`src/rtl/adc_seq_pkg.sv`:
```
package adc_seq_pkg;
  typedef enum logic {SEQ_IDLE, SEQ_CONV} seq_state_e;

  // log2 of the divide ratio, saturated at cap
  function automatic int unsigned div_log2(input int unsigned sel, input int unsigned cap);
    int unsigned v;
    v = sel + 32'd1;
    return (v > cap) ? cap : v;
  endfunction
endpackage

```
`src/rtl/adc_prescaler.sv`:
```
module adc_prescaler import adc_seq_pkg::*; #(
  parameter int unsigned MAX_LOG2 = 7,
  parameter int unsigned SEL_W    = 3
) (
  input  logic             clk_i,
  input  logic             rst_ni,
  input  logic             en_i,
  input  logic [SEL_W-1:0] sel_i,
  input  logic             realign_i,
  output logic             adc_clk_o,
  output logic             rise_o,
  output logic             fall_o
);
  localparam int unsigned CNT_W = MAX_LOG2;

  logic [CNT_W-1:0] cnt_q, lim, half;
  logic [CNT_W:0]   span;

  always_comb begin
    span = (CNT_W+1)'(1) << div_log2(32'(sel_i), MAX_LOG2);
    lim  = CNT_W'(span - 1'b1);
    half = lim >> 1;
  end

  always_ff @(posedge clk_i or negedge rst_ni) begin
    if (!rst_ni)             cnt_q <= '0;
    else if (!en_i)          cnt_q <= '0;
    else if (realign_i)      cnt_q <= half + 1'b1; // start of low phase
    else if (cnt_q == lim)   cnt_q <= '0;
    else                     cnt_q <= cnt_q + 1'b1;
  end

  assign rise_o    = en_i & ~realign_i & (cnt_q == lim);
  assign fall_o    = en_i & ~realign_i & (cnt_q == half);
  assign adc_clk_o = en_i & (cnt_q <= half);
endmodule

```
`src/rtl/adc_trig_sync.sv`:
```
module adc_trig_sync #(
  parameter int unsigned STAGES = 2
) (
  input  logic clk_i,
  input  logic rst_ni,
  input  logic trig_i,
  output logic edge_o
);
  logic [STAGES:0] sh_q;

  always_ff @(posedge clk_i or negedge rst_ni) begin
    if (!rst_ni) sh_q <= '0;
    else         sh_q <= {sh_q[STAGES-1:0], trig_i};
  end

  assign edge_o = sh_q[STAGES-1] & ~sh_q[STAGES];
endmodule

```
`src/rtl/adc_sar_core.sv`:
```
module adc_sar_core #(
  parameter int unsigned RES_W = 10
) (
  input  logic             clk_i,
  input  logic             rst_ni,
  input  logic             abort_i,
  input  logic             load_i,
  input  logic             step_i,
  input  logic             cmp_i,
  output logic [RES_W-1:0] code_o
);
  localparam logic [RES_W-1:0] MSB_ONLY = {1'b1, {(RES_W-1){1'b0}}};

  logic [RES_W-1:0] sar_q, bit_q;

  always_ff @(posedge clk_i or negedge rst_ni) begin
    if (!rst_ni) begin
      sar_q <= '0;
      bit_q <= '0;
    end else if (abort_i) begin
      bit_q <= '0;
    end else if (load_i) begin
      sar_q <= MSB_ONLY;
      bit_q <= MSB_ONLY;
    end else if (step_i && (bit_q != '0)) begin
      // keep or drop current trial bit, then try the next lower one
      sar_q <= (cmp_i ? sar_q : (sar_q & ~bit_q)) | (bit_q >> 1);
      bit_q <= bit_q >> 1;
    end
  end

  assign code_o = sar_q;
endmodule

```
`src/rtl/adc_seq_fsm.sv`:
```
module adc_seq_fsm import adc_seq_pkg::*; #(
  parameter int unsigned CYC_W     = 5,
  parameter int unsigned NORM_CYC  = 13,
  parameter int unsigned LONG_CYC  = 25,
  parameter int unsigned NORM_SAMP = 2,
  parameter int unsigned LONG_SAMP = 14
) (
  input  logic clk_i,
  input  logic rst_ni,
  input  logic en_i,
  input  logic start_set_i,
  input  logic auto_en_i,
  input  logic src_cc_i,
  input  logic ext_evt_i,
  input  logic free_run_i,
  input  logic diff_i,
  input  logic rise_i,
  input  logic fall_i,
  output logic start_o,
  output logic realign_o,
  output logic sample_evt_o,
  output logic step_o,
  output logic done_evt_o
);
  seq_state_e       st_q;
  logic [CYC_W-1:0] cyc_q, last_cyc, samp_cyc;
  logic             long_q, first_q, start_q;
  logic             busy, restart, long_now, begin_conv;

  assign busy       = (st_q == SEQ_CONV);
  assign restart    = free_run_i | (auto_en_i & src_cc_i);
  assign long_now   = first_q | (diff_i & auto_en_i & ~src_cc_i);
  assign last_cyc   = long_q ? CYC_W'(LONG_CYC)  : CYC_W'(NORM_CYC);
  assign samp_cyc   = long_q ? CYC_W'(LONG_SAMP) : CYC_W'(NORM_SAMP);

  assign realign_o    = en_i & auto_en_i & ~src_cc_i & ext_evt_i & ~busy;
  assign done_evt_o   = busy & rise_i & (cyc_q == last_cyc);
  assign sample_evt_o = busy & fall_i & (cyc_q == samp_cyc);
  assign step_o       = busy & rise_i;
  assign begin_conv   = ~busy & rise_i & start_q;
  assign start_o      = start_q;

  always_ff @(posedge clk_i or negedge rst_ni) begin
    if (!rst_ni) begin
      st_q    <= SEQ_IDLE;
      cyc_q   <= '0;
      long_q  <= 1'b0;
      first_q <= 1'b1;
      start_q <= 1'b0;
    end else if (!en_i) begin
      st_q    <= SEQ_IDLE;
      cyc_q   <= '0;
      first_q <= 1'b1;
      start_q <= 1'b0;
    end else begin
      if (done_evt_o) begin
        start_q <= restart;
        if (restart) begin
          cyc_q  <= CYC_W'(1);
          long_q <= long_now;
        end else begin
          st_q <= SEQ_IDLE;
        end
      end else if (busy && rise_i) begin
        cyc_q <= cyc_q + 1'b1;
      end else if (begin_conv) begin
        st_q    <= SEQ_CONV;
        cyc_q   <= CYC_W'(1);
        long_q  <= long_now;
        first_q <= 1'b0;
      end
      if (!done_evt_o && (start_set_i || realign_o)) start_q <= 1'b1;
    end
  end
endmodule

```
`src/rtl/adc_conv_seq.sv`:
```
module adc_conv_seq import adc_seq_pkg::*; #(
  parameter int unsigned RES_W        = 10,
  parameter int unsigned SEL_W        = 3,
  parameter int unsigned MAX_DIV_LOG2 = 7,
  parameter int unsigned NORM_CYC     = 13,
  parameter int unsigned LONG_CYC     = 25,
  parameter int unsigned NORM_SAMP    = 2,
  parameter int unsigned LONG_SAMP    = 14,
  parameter int unsigned SYNC_STAGES  = 2
) (
  input  logic             clk_i,
  input  logic             rst_ni,
  input  logic             en_i,
  input  logic             start_set_i,
  input  logic             flag_clr_i,
  input  logic             auto_trig_en_i,
  input  logic             trig_src_cc_i,
  input  logic             trig_i,
  input  logic             free_run_i,
  input  logic             diff_mode_i,
  input  logic [SEL_W-1:0] div_sel_i,
  input  logic             cmp_i,
  output logic             adc_clk_o,
  output logic             sample_o,
  output logic [RES_W-1:0] dac_code_o,
  output logic [RES_W-1:0] result_o,
  output logic             result_we_o,
  output logic             done_flag_o,
  output logic             start_o
);
  localparam int unsigned CYC_W = $clog2(LONG_CYC + 1);

  logic rise, fall, realign, ext_evt;
  logic sample_evt, step, done_evt;
  logic [RES_W-1:0] code;

  adc_prescaler #(.MAX_LOG2(MAX_DIV_LOG2), .SEL_W(SEL_W)) u_presc (
    .clk_i, .rst_ni, .en_i, .sel_i(div_sel_i), .realign_i(realign),
    .adc_clk_o, .rise_o(rise), .fall_o(fall)
  );

  adc_trig_sync #(.STAGES(SYNC_STAGES)) u_sync (
    .clk_i, .rst_ni, .trig_i, .edge_o(ext_evt)
  );

  adc_seq_fsm #(
    .CYC_W(CYC_W), .NORM_CYC(NORM_CYC), .LONG_CYC(LONG_CYC),
    .NORM_SAMP(NORM_SAMP), .LONG_SAMP(LONG_SAMP)
  ) u_fsm (
    .clk_i, .rst_ni, .en_i, .start_set_i,
    .auto_en_i(auto_trig_en_i), .src_cc_i(trig_src_cc_i), .ext_evt_i(ext_evt),
    .free_run_i, .diff_i(diff_mode_i), .rise_i(rise), .fall_i(fall),
    .start_o, .realign_o(realign), .sample_evt_o(sample_evt),
    .step_o(step), .done_evt_o(done_evt)
  );

  adc_sar_core #(.RES_W(RES_W)) u_sar (
    .clk_i, .rst_ni, .abort_i(~en_i), .load_i(sample_evt), .step_i(step),
    .cmp_i, .code_o(code)
  );

  always_ff @(posedge clk_i or negedge rst_ni) begin
    if (!rst_ni) begin
      result_o    <= '0;
      done_flag_o <= 1'b0;
      result_we_o <= 1'b0;
      sample_o    <= 1'b0;
    end else begin
      result_we_o <= done_evt;
      sample_o    <= sample_evt;
      if (done_evt) result_o <= code;
      if (done_evt)        done_flag_o <= 1'b1;
      else if (flag_clr_i) done_flag_o <= 1'b0;
    end
  end

  assign dac_code_o = code;
endmodule

```
`config.mk`:
```
export PLATFORM = sky130hd
export DESIGN_NAME = adc_conv_seq
export DESIGN_NICKNAME = d
export VERILOG_FILES = /design/src/rtl/adc_seq_pkg.sv /design/src/rtl/adc_prescaler.sv /design/src/rtl/adc_trig_sync.sv /design/src/rtl/adc_sar_core.sv /design/src/rtl/adc_seq_fsm.sv /design/src/rtl/adc_conv_seq.sv
export SDC_FILE = /design/constraint.sdc
export NUM_CORES = 1
export LEC_CHECK = 0
export ABC_AREA = 1
export BUFFER_PORTS_ARGS = -buffer_cell sky130_fd_sc_hd__buf_2
export CORE_UTILIZATION = 30
export DETAILED_ROUTE_END_ITERATION = 8
export PLACE_DENSITY = 0.47
export SLEW_MARGIN = 20
export SYNTH_ARGS = -nofsm -noshare
export SYNTH_HDL_FRONTEND = slang
export SYNTH_SLANG_ARGS = --single-unit
```
`constraint.sdc`:
```
create_clock -name clk_i -period 5.7 [get_ports clk_i]
set_input_delay 0.57 -clock clk_i [delete_from_list [all_inputs] [get_ports clk_i]]
set_output_delay 0.57 -clock clk_i [all_outputs]
set_load 0.01 [all_outputs]
```
==> impl_metrics.env, run 1 <==
export IMPL_grt_pass1_wl_um=12600
export IMPL_clk_path_buf_depth=2
export IMPL_diodes=0
export IMPL_clock_fmax_ghz=0.311
export IMPL_syn_area_sq_mm=0.00306
export IMPL_path_buf_inv=5
export IMPL_overflow=0
export IMPL_cts_tree="done"
export IMPL_criticalPathCategory="in -> out"
export IMPL_maxSlewViolCount=0
export IMPL_cts_htree_levels=2
export IMPL_gp_congestion=0.860
export IMPL_outcome="completed"
export IMPL_yosysSeqAreaShare=0.426
export IMPL_start_kind="primary input"
export IMPL_rsz0062_at_grt="no"
export IMPL_cts_sinks=52
export IMPL_syn_avg_cell_area_sq_um=7.86
export IMPL_finalWirelength_um=7450
export IMPL_dp_hpwl_um=5460
export IMPL_antenna_found_initial=0
export IMPL_die_h_um=103
export IMPL_synthCells=389
export IMPL_cp_end_kind="output pin"
export IMPL_yosysWarningCount=0
export IMPL_worstMarginPinSlew_ps=753
export IMPL_drt_iter0_markers=130
export IMPL_fin_nets=451
export IMPL_crit_arrival_ps=2640
export IMPL_cp_slowest_cell="ha_1"
export IMPL_fin_crit_sh=0.563
export IMPL_worst_path_stages=16
export IMPL_drv_cap=0
export IMPL_drc_errors=0
export IMPL_numCtsBuffers=5
export IMPL_die_area_sq_mm=0.0106
export IMPL_drive_gt1_frac=0.171
export IMPL_viasPerCell=4.68
export IMPL_grt_pass1_vias=2473
export IMPL_firstDrtPassIters=4
export IMPL_ant_nets=0
export IMPL_hold_violations=0
export IMPL_io_buffers=38
export IMPL_synth_fp_nets=415
export IMPL_worstPathMaxFanout=6
export IMPL_insertion_delay_ps=320
export IMPL_design_area_sq_mm=0.00345
export IMPL_postCtsHoldBufs=0
export IMPL_cellPowerDensity_mw_per_mm2=200
export IMPL_max_slew_margin=0.496
export IMPL_reg2regPathDepth=9
export IMPL_p_leak_uw=0.00180
export IMPL_crit_path_max_incr_delay_ps=300
export IMPL_die_w_um=103
export IMPL_ys_seq_elements=52
export IMPL_critPathTopFamily="simple AND/OR/NAND/NOR gates"
export IMPL_fin_crit_ps=3210
export IMPL_dpl_instance_area_sq_mm=0.00336
export IMPL_core_area_sq_mm=0.00982
export IMPL_cts_reportedPaths_clkPinSlew_ps=90
export IMPL_areaGrowthSynthToFinish_pct=13.0
export IMPL_cp_data_required_time_ps=5130
export IMPL_globalRouteTotalUtil=0.155
export IMPL_placementRows=36
export IMPL_initial_core_util=0.311
export IMPL_peakVddDrop_mv=0.0812
export IMPL_synth_cell_types=41
export IMPL_tns_ps=0
export IMPL_finalSetupViolCount=0
export IMPL_grt_max_degree=53
export IMPL_finalClockSkew_ps=11.5
export IMPL_r2r_setup_slack_ps=3280
export IMPL_wire_per_inst_um=13.3
export IMPL_hold_path_class="in -> async"
export IMPL_vias=2614
export IMPL_post_cts_resized=0
export IMPL_path_cells="buf_2 > inv_1 > ha_1 > inv_1 > nand2_1 > nor2_4 > nand2_1 > nand2_1 > nand2_2 > nand2_4 > ha_1 > nand4_1 > nor2_1 > inv_1 > a21oi_1 > buf_2"
export IMPL_cts_root_buf="clkbuf_8"
export IMPL_ios=39
export IMPL_postCtsSetupBuffers=0
## cell usage in the layout (no fill, tap or decap), drive strengths merged, types with 2 or more instances in the layout
| cell | count |
|---|---|
| nand2 | 104 |
| dfrtp | 51 |
| inv | 51 |
| buf | 39 |
| nor2 | 36 |
| nand3 | 30 |
| a21oi | 29 |
| o21ai | 27 |
| ha | 12 |
| nand4 | 9 |
| nor3 | 6 |
| clkbuf | 5 |
| nor4 | 4 |
| a31oi | 4 |
| a211oi | 3 |
| clkinv | 3 |
| xor2 | 2 |
## area by class of cell
type / count / area [sq um]
clock buffers: 5 / 68.8
fillers: 1090 / 6360
repair buffers: 39 / 198
multi-input cells: 275 / 1500
flip-flops and latches: 52 / 1300
inverters: 52 / 195
clock inverters: 3 / 27.5
well taps: 133 / 166
## cell usage after synthesis, drive strengths merged
master / instances / share of area
nand4: 9 / 0.018
or2: 1 / 0.0020
o21ai: 27 / 0.044
xor2: 2 / 0.0057
nand2: 104 / 0.15
nand3: 30 / 0.059
nor3: 6 / 0.0098
buf: 6 / 0.016
o311ai: 1 / 0.0029
xnor2: 1 / 0.0029
clkbuf: 4 / 0.0053
a311oi: 1 / 0.0029
dfstp: 1 / 0.0086
o211ai: 1 / 0.0025
clkinv: 2 / 0.0025
a2111oi: 1 / 0.0033
ha: 12 / 0.049
a211oi: 3 / 0.0074
dfrtp: 51 / 0.42
a21o: 1 / 0.0025
a31o: 1 / 0.0029
a21oi: 29 / 0.050
nor2: 36 / 0.055
inv: 50 / 0.061
nor4: 4 / 0.0082
a31oi: 4 / 0.0082
nor3b: 1 / 0.0025
## per-layer routing
layer,track usage,wire (um)
met3,0.0305,236
met4,0.0433,73
met1,0.216,3710
met5,0,0
met2,0.243,3440
## per-stage QoR
step / setup WS [ps] / utilization / std cells / hold WS, ps / total power [uW]
after floorplan: 2990 / - / 389 / 274 / 442
after global placement: 2430 / 0.342 / 551 / 342 / 472
after detailed placement: 2320 / 0.342 / 551 / 336 / 472
after CTS: 2460 / 0.352 / 559 / 350 / 706
after global routing: 2240 / 0.352 / 559 / 344 / 736
final: 2490 / 0.352 / 559 / 361 / 691
## where the power goes
part,switching [uW],internal [uW]
combinational,55.5,27.4
clock,136,90.4
sequential,7.36,374
## registers in the layout (all words and copies together), names as in the netlist, 3 cells and up
name           count
result_o          10
u_fsm.cyc_q        5
u_presc.cnt_q      7
u_sar.bit_q       10
u_sar.code_o      10
u_sync.sh_q        3
## cell families (layout without fill, tap and decap cells)
family                   Yosys count  count (layout)  share of synthesized area
XOR/XNOR                           3               3                    0.00859
AO/OA/AOI/OAI                     69              69                      0.126
AND/OR/NAND/NOR                  191             191                      0.305
flip-flops                        52              52                      0.426
adder cells (fa/ha/maj)           12              12                     0.0491
buffers and inverters             62              99                     0.0847
## final timing paths
check / from / end
min: rst_ni / u_sync.sh_q[0]$_DFF_PN0_
max: div_sel_i[1] / adc_clk_o
max reg2reg: u_fsm.cyc_q[1]$_DFFE_PN0P_ / u_fsm.busy$_DFFE_PN0P_
min reg2reg: u_sync.sh_q[0]$_DFF_PN0_ / u_sync.sh_q[1]$_DFF_PN0_
max in group asynchronous: rst_ni / u_sar.code_o[6]$_DFFE_PN0P_
min in group clk_i: trig_i / u_sync.sh_q[0]$_DFF_PN0_
## worst register-to-register path, cell delays in order, from the launching register on
cell and delay [ps]:
dfrtp_1 450, inv_1 80, ha_1 130, nand2_1 50, a2111oi_1 700, nand2_2 450
inv_1 270, nor2_1 60, nand2_1 80, nand2_1 50
Note: power is estimated with default switching activity, not from simulation.
==> run 2, diff against run 1 <==
--- a/config.mk
+++ b/config.mk
@@ -5,7 +5,7 @@
 export SDC_FILE = /design/constraint.sdc
 export NUM_CORES = 1
 export LEC_CHECK = 0
-export ABC_AREA = 1
+export ABC_AREA = 0
 export BUFFER_PORTS_ARGS = -buffer_cell sky130_fd_sc_hd__buf_2
 export CORE_UTILIZATION = 30
 export DETAILED_ROUTE_END_ITERATION = 8
==> constraint.sdc (replaced) <==
create_clock -name clk_i -period 3.3 [get_ports clk_i]
set_input_delay 0.33 -clock clk_i [delete_from_list [all_inputs] [get_ports clk_i]]
set_output_delay 0.33 -clock clk_i [all_outputs]
set_load 0.01 [all_outputs]
==> run 2 against run 1 <==
- die area rose by 3.3%
- flip-flop and latch count did not move
- first-iteration DRC count rose by 18%
- total power rose by 85%
- sequential share of layout area fell by 1.8 points
- critical endpoint unchanged
- largest cell class unchanged
==> impl_metrics.env, run 2 <==
export IMPL_yosysMostFrequentCell="dfrtp_1"
export IMPL_cts_tree="done"
export IMPL_drive_gt1_frac=0.223
export IMPL_ys_seq_elements=52
export IMPL_antenna_found_initial=0
export IMPL_cp_data_required_time_ps=2970
export IMPL_drt_iter0_markers=154
export IMPL_p_total_uw=1280
export IMPL_critPathTopFamily="simple AND/OR/NAND/NOR gates"
export IMPL_grt_pass1_wl_um=13300
export IMPL_vias=2639
export IMPL_postCtsHoldBufs=0
export IMPL_p_clk_frac=0.356
export IMPL_ant_nets=0
export IMPL_insertion_delay_ps=310
export IMPL_finalSetupViolCount=0
export IMPL_grt_pass1_vias=2529
export IMPL_finalWorstSetupSlack_ps=255
export IMPL_cp_slowest_cell="nor2b_1"
export IMPL_viasPerCell=5.28
export IMPL_drv_cap=0
export IMPL_p_leak_uw=0.00161
export IMPL_start_kind="primary input"
export IMPL_placementRows=37
export IMPL_cp_end_kind="output pin"
export IMPL_outcome="completed"
export IMPL_peakVddDrop_mv=0.295
export IMPL_yosysWarningCount=0
export IMPL_cts_root_buf="clkbuf_8"
export IMPL_hold_violations=0
export IMPL_ys_top_cells_by_area="dfrtp_1 (40%), ha_1 (4.7%), mux2_4 (4.3%)"
export IMPL_p_int_uw=932
export IMPL_maxSlewViolCount=0
export IMPL_die_w_um=105
export IMPL_dp_hpwl_um=5840
export IMPL_yosysSeqAreaShare=0.412
export IMPL_path_buf_inv=3
export IMPL_synth_edf_count=0
export IMPL_cts_reportedPaths_clkPinSlew_ps=100
export IMPL_finalWirelength_um=8000
export IMPL_synthCells=328
export IMPL_num_fill_cells=1087
export IMPL_yosys_top_cells_count="dfrtp_1 (51), a21oi_1 (24), nand2_1 (18), nor2_1 (16), o21ai_0 (16)"
export IMPL_numCtsBuffers=5
export IMPL_fin_crit_sh=0.923
export IMPL_max_slew_margin=0.531
export IMPL_crit_path_max_incr_delay_ps=330
export IMPL_initial_core_util=0.308
export IMPL_path_cells="buf_2 > inv_1 > ha_1 > nor2b_1 > o22a_1 > nand2_1 > ha_1 > and4_1 > nand3_1 > nand2_1 > nand2_1 > a31oi_1 > buf_2"
export IMPL_pre_cts_ws_ps=246
export IMPL_grt_max_degree=31
export IMPL_syn_area_sq_mm=0.00316
export IMPL_tns_ps=0
export IMPL_overflow=0
export IMPL_firstDrtPassIters=4
export IMPL_most_common_layout_cells="dfrtp_1 (51), buf_2 (38), a21oi_1 (24), nand2_1 (18)"
export IMPL_dpl_instance_area_sq_mm=0.00352
export IMPL_cts_htree_levels=2
export IMPL_ys_flop_type="dfrtp_1"
export IMPL_gp_congestion=0.794
export IMPL_io_buffers=38
export IMPL_cts_sinks=52
export IMPL_criticalPathCategory="in -> out"
export IMPL_r2r_start="u_presc.cnt_q[4]$_DFF_PN0_"
export IMPL_postCtsSetupBuffers=0
export IMPL_p_sw_uw=345
export IMPL_worstPathMaxFanout=12
export IMPL_power_frac_seq=0.514
export IMPL_switching_share=0.270
export IMPL_netlist_area_leader_share=0.404
export IMPL_final_common_cell="dfrtp_1"
export IMPL_synth_cell_types=59
export IMPL_synth_fp_nets=354
export IMPL_worstMarginPinSlew_ps=704
export IMPL_hold_path_class="in -> async"
export IMPL_clk_path_buf_depth=2
export IMPL_clock_fmax_ghz=0.328
export IMPL_synthArstFlopShare=1.00
export IMPL_syn_avg_cell_area_sq_um=9.64
export IMPL_fin_crit_ps=3050
export IMPL_crit_arrival_ps=2720
export IMPL_yosysTopAreaCell="dfrtp_1"
export IMPL_fin_nets=389
export IMPL_areaGrowthSynthToFinish_pct=14.8
export IMPL_critical_path_most_common_cell="nand2_1"
export IMPL_ios=39
export IMPL_diodes=0
export IMPL_finalClockSkew_ps=9.73
export IMPL_die_area_sq_mm=0.0110
export IMPL_globalRouteTotalUtil=0.150
export IMPL_post_cts_resized=0
export IMPL_wire_per_inst_um=16.0
export IMPL_p_comb_frac=0.131
export IMPL_design_area_sq_mm=0.00363
export IMPL_cellPowerDensity_mw_per_mm2=352
export IMPL_core_area_sq_mm=0.0103
export IMPL_crit_start="div_sel_i[1]"
export IMPL_die_h_um=105
export IMPL_rsz0062_at_grt="no"
export IMPL_drc_errors=0
-- run 2: cell count changes after synthesis, sizes merged, moves of 5 or more --
cell / before / now
nand2: 104 / 18
nand3: 30 / 15
mux2: 0 / 11
nor2: 36 / 16
nand3b: 0 / 10
clkbuf: 4 / 11
o21ai: 27 / 18
a21oi: 29 / 24
o31ai: 0 / 13
buf: 6 / 11
a21boi: 0 / 7
nor2b: 0 / 7
nand2b: 0 / 5
inv: 50 / 13
-- run 2: path summary, 6_finish.rpt --
check	end	slack, ps	depth (start not counted)
setup / recovery	adc_clk_o	250	13
hold / removal	result_o[6]$_DFFE_PN0P_	50	1
setup reg to reg	result_o[0]$_DFFE_PN0P_	790	7
hold reg to reg	u_sync.sh_q[1]$_DFF_PN0_	360	0
max in group asynchronous	u_fsm.first_q$_DFFE_PN1P_	2420	2
min in group clk_i	u_sync.sh_q[0]$_DFF_PN0_	120	1
-- run 2: layout make-up --
cell class                      count  area (sq um)  area share
Inverter                           13          48.8      0.0134
Sequential cell                    52          1300       0.359
Clock buffer                        5          68.8      0.0190
Multi-Input combinational cell    241          1700       0.469
Tap cell                          136           170      0.0469
Clock inverter                      3          46.3      0.0127
Timing Repair Buffer               50           293      0.0806
-- run 2: worst reg2reg max path, delay by kind of cell (launching register included) --
kind	cells	cell delay, ps
mux	1	340
simple gates	3	1090
compound gates	2	250
buf+inv	1	210
flops	1	510
-- run 2: kinds of logic (layout without fill, tap and decap cells) --
logic type | after synthesis | in the layout | share of synthesized area
flops | 52 | 52 | 0.412
mux | 12 | 12 | 0.0530
buf+inv | 35 | 71 | 0.0514
simple gates | 113 | 113 | 0.209
compound gates | 95 | 95 | 0.202
xor+xnor | 9 | 9 | 0.0249
fa+ha+maj | 12 | 12 | 0.0475
-- run 2: layer usage --
layer / track usage / share of wire
met2: 0.235 / 0.46
met5: 0 / 0
met4: 0.0252 / 0.0050
met3: 0.0231 / 0.040
met1: 0.221 / 0.50
-- run 2: power by group through the flow --
stage               registers (uW)  clock network [uW]  logic (uW)
floorplan                      665                   0         108
global placement               668                   0         169
detailed placement             668                   0         168
CTS                            656                 472         169
global route                   658                 495         187
finish                         656                 454         167
-- run 2: metrics by stage --
| step | util | hold slack (ps) | std cells |
|---|---|---|---|
| 2_1_floorplan | - | 34.4 | 328 |
| 3_3_place_gp | 0.342 | 339 | 492 |
| 3_5_place_dp | 0.342 | 341 | 492 |
| 4_1_cts | 0.353 | 87.7 | 500 |
| 5_1_grt | 0.353 | 110 | 500 |
| 6_report | 0.353 | 52.5 | 500 |
